$ cat config.mk
export PLATFORM = sky130hd
export DESIGN_NAME = lpm_ctrl
export DESIGN_NICKNAME = d
export VERILOG_FILES = /design/src/rtl/lpm_pkg.sv /design/src/rtl/lpm_next.sv /design/src/rtl/lpm_state.sv /design/src/rtl/lpm_outdec.sv /design/src/rtl/lpm_ctrl.sv
export SDC_FILE = /design/constraint.sdc
export NUM_CORES = 1
export LEC_CHECK = 0
export BUFFER_PORTS_ARGS = -buffer_cell sky130_fd_sc_hd__buf_2
export CAP_MARGIN = 20
export CORE_AREA = 5 5 42 44
export DETAILED_ROUTE_END_ITERATION = 10
export DIE_AREA = 0 0 47 49
export PLACE_DENSITY = 0.64
export SLEW_MARGIN = 20
export SYNTH_ARGS = -nofsm -noshare
export SYNTH_HDL_FRONTEND = slang
export SYNTH_SLANG_ARGS = --single-unit
$ cat constraint.sdc
create_clock -name clk -period 3.43 [get_ports clk]
set_input_delay 0.343 -clock clk [delete_from_list [all_inputs] [get_ports clk]]
set_output_delay 0.343 -clock clk [all_outputs]
set_load 0.05 [all_outputs]
$ cat src/rtl/lpm_pkg.sv
// Package: shared mode encoding and control-bit bundle for the power mode
// controller. Assumes 3-bit mode codes; values 6 and 7 are unused.
package lpm_pkg;

    typedef enum logic [2:0] {
        PM_HIGH   = 3'd0,
        PM_SUBACT = 3'd1,
        PM_SUBSLP = 3'd2,
        PM_WATCH  = 3'd3,
        PM_SWSTBY = 3'd4,
        PM_HWSTBY = 3'd5
    } pm_mode_e;

    typedef struct packed {
        logic stby;
        logic direct;
        logic lowspd;
        logic presc;
    } pm_ctl_t;

    typedef struct packed {
        logic sleep;
        logic irq;
        logic rst;
        logic stby_n;
    } pm_evt_t;

endpackage

$ cat src/rtl/lpm_next.sv
// Module: next-mode decision. Purely combinational; picks exactly one next
// mode per cycle. Priority: standby pin low, then core reset, then the
// per-mode sleep/interrupt rules. Assumes event strobes are synchronous.
module lpm_next
    import lpm_pkg::*;
(
    input  pm_mode_e cur,
    input  pm_evt_t  evt,
    input  pm_ctl_t  ctl,
    output pm_mode_e nxt,
    output logic     direct_up
);

    logic hs_to_sub;
    logic hs_to_watch;
    logic hs_to_sw;
    logic sa_to_watch;
    logic sa_to_ssl;
    logic sa_to_hs;

    // Decode the sleep-request bit combinations that define a transition.
    always_comb begin
        hs_to_sub   = ctl.stby & ctl.direct & ctl.lowspd & ctl.presc;
        hs_to_watch = ctl.stby & ~ctl.direct & ctl.presc;
        hs_to_sw    = ctl.stby & ~ctl.direct & ~ctl.presc;
        sa_to_watch = ctl.stby & ~ctl.direct & ctl.presc;
        sa_to_ssl   = ~ctl.stby & ctl.lowspd & ctl.presc;
        sa_to_hs    = ctl.stby & ctl.direct & ~ctl.lowspd & ctl.presc;
    end

    // Choose the next mode with the fixed event priority.
    always_comb begin
        nxt = cur;
        if (!evt.stby_n) begin
            nxt = PM_HWSTBY;
        end else if (evt.rst) begin
            nxt = PM_HIGH;
        end else begin
            unique case (cur)
                PM_HIGH: begin
                    if (evt.sleep) begin
                        if (hs_to_sub)        nxt = PM_SUBACT;
                        else if (hs_to_watch) nxt = PM_WATCH;
                        else if (hs_to_sw)    nxt = PM_SWSTBY;
                    end
                end
                PM_SUBACT: begin
                    if (evt.sleep) begin
                        if (sa_to_watch)    nxt = PM_WATCH;
                        else if (sa_to_ssl) nxt = PM_SUBSLP;
                        else if (sa_to_hs)  nxt = PM_HIGH;
                    end
                end
                PM_SUBSLP: begin
                    if (evt.irq) nxt = PM_SUBACT;
                end
                PM_WATCH: begin
                    if (evt.irq) nxt = ctl.lowspd ? PM_SUBACT : PM_HIGH;
                end
                PM_SWSTBY: begin
                    if (evt.irq) nxt = PM_HIGH;
                end
                PM_HWSTBY: begin
                    nxt = PM_HWSTBY;
                end
                default: begin
                    nxt = PM_HIGH;
                end
            endcase
        end
    end

    // Flag the direct upward transfer that must clear the clock divider.
    always_comb begin
        direct_up = evt.stby_n & ~evt.rst & evt.sleep
                  & (cur == PM_SUBACT) & sa_to_hs;
    end

endmodule

$ cat src/rtl/lpm_state.sv
// Module: mode register and divider-clear strobe register.
// Synchronous active-low reset to high-speed; assumes one clock domain.
module lpm_state
    import lpm_pkg::*;
(
    input  logic     clk,
    input  logic     rst_n,
    input  pm_mode_e nxt,
    input  logic     direct_up,
    output pm_mode_e cur,
    output logic     div_clr
);

    // Hold the current mode and the one-cycle clear strobe.
    always_ff @(posedge clk) begin
        if (!rst_n) begin
            cur     <= PM_HIGH;
            div_clr <= 1'b0;
        end else begin
            cur     <= nxt;
            div_clr <= direct_up;
        end
    end

endmodule

$ cat src/rtl/lpm_outdec.sv
// Module: decodes the mode into clock-select and enable lines.
// One enable bit per timer channel and per watchdog, built with generate.
// Assumes a legal mode code; illegal codes decode to everything off.
module lpm_outdec
    import lpm_pkg::*;
#(
    parameter int NUM_TMR = 4,
    parameter int NUM_WDT = 2
) (
    input  pm_mode_e           cur,
    output logic               clk_sub,
    output logic               cpu_en,
    output logic               per_en,
    output logic [NUM_TMR-1:0] tmr_en,
    output logic [NUM_WDT-1:0] wdt_en
);

    logic timers_on;

    // Map each mode to its clock source and enable pattern.
    always_comb begin
        clk_sub   = 1'b0;
        cpu_en    = 1'b0;
        per_en    = 1'b0;
        timers_on = 1'b0;
        unique case (cur)
            PM_HIGH: begin
                cpu_en    = 1'b1;
                per_en    = 1'b1;
                timers_on = 1'b1;
            end
            PM_SUBACT: begin
                clk_sub   = 1'b1;
                cpu_en    = 1'b1;
                timers_on = 1'b1;
            end
            PM_SUBSLP, PM_WATCH: begin
                clk_sub   = 1'b1;
                timers_on = 1'b1;
            end
            default: begin
                timers_on = 1'b0;
            end
        endcase
    end

    genvar gi;
    generate
        for (gi = 0; gi < NUM_TMR; gi++) begin : g_tmr
            // Drive one timer channel enable.
            assign tmr_en[gi] = timers_on;
        end
        for (gi = 0; gi < NUM_WDT; gi++) begin : g_wdt
            // Drive one watchdog unit enable.
            assign wdt_en[gi] = timers_on;
        end
    endgenerate

endmodule

$ cat src/rtl/lpm_ctrl.sv
// Module: top of the low-power mode transition controller. Bundles the
// inputs, runs the next-mode decision, the mode register and the output
// decoder. Assumes all inputs are synchronous to clk.
module lpm_ctrl
    import lpm_pkg::*;
#(
    parameter int NUM_TMR = 4,
    parameter int NUM_WDT = 2
) (
    input  logic               clk,
    input  logic               rst_n,
    input  logic               sleep_req,
    input  logic               irq,
    input  logic               core_rst,
    input  logic               stby_n,
    input  logic               sel_stby,
    input  logic               sel_direct,
    input  logic               sel_lowspd,
    input  logic               sel_presc,
    output logic [2:0]         mode_o,
    output logic               clk_sub_o,
    output logic               cpu_en_o,
    output logic               per_en_o,
    output logic [NUM_TMR-1:0] tmr_en_o,
    output logic [NUM_WDT-1:0] wdt_en_o,
    output logic               div_clr_o
);

    pm_evt_t  evt;
    pm_ctl_t  ctl;
    pm_mode_e cur;
    pm_mode_e nxt;
    logic     direct_up;

    // Gather the event and control inputs into bundles.
    always_comb begin
        evt = '{sleep: sleep_req, irq: irq, rst: core_rst, stby_n: stby_n};
        ctl = '{stby: sel_stby, direct: sel_direct, lowspd: sel_lowspd,
                presc: sel_presc};
    end

    lpm_next u_next (
        .cur       (cur),
        .evt       (evt),
        .ctl       (ctl),
        .nxt       (nxt),
        .direct_up (direct_up)
    );

    lpm_state u_state (
        .clk       (clk),
        .rst_n     (rst_n),
        .nxt       (nxt),
        .direct_up (direct_up),
        .cur       (cur),
        .div_clr   (div_clr_o)
    );

    lpm_outdec #(
        .NUM_TMR (NUM_TMR),
        .NUM_WDT (NUM_WDT)
    ) u_dec (
        .cur     (cur),
        .clk_sub (clk_sub_o),
        .cpu_en  (cpu_en_o),
        .per_en  (per_en_o),
        .tmr_en  (tmr_en_o),
        .wdt_en  (wdt_en_o)
    );

    assign mode_o = cur;

endmodule

==> metrics.md <==
| Metric | Value |
|---|---|
| Status | finished, final reports clean |
| CP max stage delay | 630 ps |
| Starting density of the core | 31.9% |
| Ys Warns | 0 |
| Routability cong. | 0.849 |
| #FFs+latches synth | 4 |
| Maximum clock rate | 507 MHz |
| Via count | 481 |
| Fillers | 159 |
| Crit-path cells | nand3_2 > a2111oi_4 > nor3_2 > or4_1 > a31oi_1 |
| Worst hold margin | 335 ps |
| Largest net degree at the start of global routing | 16 |
| Die area | 0.00230 mm2 |
| Post-synthesis cell count | 60 |
| Max_cap viols | 0 |
| Tmin final | 1970 ps |
| R2R setup slack | 1460 ps |
| # IOs | 23 |
| Routed wire length | 1.12 mm |
| Diode count | 0 |
| Routed Antenna Nets | 0 |
| CP top delay family | simple AND/OR/NAND/NOR gates |
| Xor/xnor cell area share of the yosys netlist | 0% |
| DR vias/cell | 5.23 |
| GRT busiest layer | met2 |
| Worst-Margin Slew | 511 ps |
| Number of buffers added on ports | 22 |
| Clk sinks | 4 |
| Fraction of the mapped netlist area in adder cells | 0% |
| Pwr dens | 352 mW/mm2 |
| Worst Setup End Kind | flip-flop |
| Core area | 0.00140 mm2 |
| Worst vdd ir | 155 uV |
| Unique cell type count in the Yosys netlist | 28 |
| Largest family of logic cells by synthesized area | simple AND/OR/NAND/NOR gates |
| Worst rel slew slack | 65.9% |
| Clock-pin transition on the worst setup and hold timing paths | 40 ps |
| Design Power | 189 uW |
| Clk Latency, worst-skew pair | 240 ps |
| Critical Path RT | 3590 ps |
| Post-route setup TNS | 0 ps |
| Finished Core Util | 38.4% |
| Synth Area in Simple Gates | 45.1% |
| Die height | 49 um |
| WL/cell | 12.1 um |
| Root buffer cell | clkbuf_4 |
| Unrepaired setup endpoints after global routing | false |
| Post-placement worst setup slack | 1490 ps |
| Clock Skews | 6.15 ps |
| Clk buf depth | 2 |
| M3 GR Usage | 3.32% |
| Post-synthesis compound-gate area fraction | 15.4% |
| DP Wirelength | 871 um |
| Nets | 88 |
| Drt first-iter violations | 14 |
| Type of the worst min-delay path | primary input to flip-flop |
| WP buf/inv | 0 |
| Leakage power | 0.000234 uW |
| Max-slew violation count | 0 |
| Max FO, Critical Path | 15 |
| Fin. Hold Viols | 0 |
| Mean area per synthesized cell | 7.44 um2 |
| Layout cell share with drive strength beyond 1 | 39.5% |
| Critical path type | flip-flop to flip-flop |
| Slowest-stage cell, CP | dfxtp_1 |
| Number of cell rows | 14 |
| Grt met1 use | 13.8% |
| Met2 Use GR | 14.7% |
| CTS Buf Count | 3 |
| CTS tree | done |
| Gr ovfl total | 0 |
| Vias in the first global route | 405 |
| Setup Buffers After CTS | 0 |
| Cell area after synthesis | 447 um2 |
| Initial antenna violation count | 0 |
| Die Wd | 47 um |
| DRT Pass-1 Iters | 4 |
| Proportion of synthesized area in mux cells | 4.48% |
| Syn nets | 70 |
| Startpoint class of the critical path | flip-flop |
| # DRC | 0 |
| Final setup fails | 0 |
| CTS resizes | 0 |
| Synth-to-layout area growth | 20.4% |
| Sequential-to-total area share from yosys stat | 17.9% |
| First-pass GRT wire length | 1.76 mm |
| Min setup slack post-route | 1460 ps |
| Tcrit/Tclk final | 57.5% |
| GR Util All Layers | 10.0% |
| H-tree Lvls | 1 |
| Hold_buf cts | 0 |
| Crit path DAT | 2130 ps |
metal layers:
metal	part of all wire [%]	vias up	wire length, um
met5	0	-	0
met3	11	0	119
met4	0	0	0
met2	45	27	504
li1	-	238	-
met1	44	216	491
cells by family (layout without fill, tap and decap cells):
logic type,after synthesis,after routing
simple gates,35,35
mux,2,2
compound gates,6,6
buf+inv,13,29
flops,4,4
per-stage QoR:
step | cells | instance area [um2]
floorplan | 60 | 447
global placement | 89 | 515
detailed placement | 89 | 515
CTS | 92 | 538
global route | 92 | 538
finish | 92 | 538
cells in the final DEF (no fill, tap or decap), types with 3 or more instances in the layout:
cell type,synthesis,routed
buf_2,1,22
clkbuf_4,1,3
dfxtp_1,4,4
inv_1,4,4
nand2_1,6,6
nand2b_1,3,3
nand3b_1,3,3
nor2_1,5,5
nor2b_1,4,4
nor3_1,4,4
synthesized netlist by cell type, drive strengths merged:
library cell / instances / area, um2
nand4: 1 / 6.26
nor3: 5 / 30.0
or3: 1 / 6.26
or4: 1 / 7.51
nand2b: 3 / 18.8
nor4b: 1 / 8.76
clkbuf: 2 / 11.3
a21oi: 1 / 5.00
nor2: 5 / 18.8
dfxtp: 4 / 80.1
nor2b: 4 / 25.0
a221oi: 1 / 15.0
inv: 4 / 15.0
mux2i: 2 / 20.0
nor4: 2 / 12.5
a2111oi: 1 / 27.5
o31a: 1 / 8.76
and3: 1 / 7.51
nand3b: 3 / 22.5
nand2: 6 / 22.5
a31oi: 1 / 6.26
o22ai: 1 / 6.26
nand3: 2 / 15.0
buf: 7 / 50.0
worst register-to-register path: cells and delay by family, from the launching register on:
family          cells  cell delay [ps]
simple gates        3              760
flops               1              630
compound gates      2              500
cell type report:
| class | instances | area [um2] | share of cell area [%] |
|---|---|---|---|
| Inverter | 4 | 15.0 | 2.79 |
| Multi-Input combinational cell | 43 | 290 | 54.0 |
| Timing Repair Buffer | 22 | 110 | 20.5 |
| Sequential cell | 4 | 80.1 | 14.9 |
| Tap cell | 16 | 20.0 | 3.72 |
| Clock buffer | 3 | 22.5 | 4.19 |
path summary, 6_finish.rpt:
check,startpoint,to,cells past startpoint
max,u_state.cur[0],u_state.cur[0],5
min,stby_n,u_state.cur[0],2
max reg2reg,u_state.cur[0],u_state.cur[0],5
min reg2reg,u_state.cur[1],u_state.cur[1],2
flip-flops by register name, summed over array words and instances (netlist names):
name             count
u_state.cur          3
u_state.div_clr      1
power breakdown:
part / internal, uW / switching [uW] / total, uW
clock: 39.3 / 21.0 / 60.3
combinational: 20.8 / 54.3 / 75.2
sequential: 48.5 / 5.55 / 54.0
Note: power is estimated with default switching activity, not from simulation.
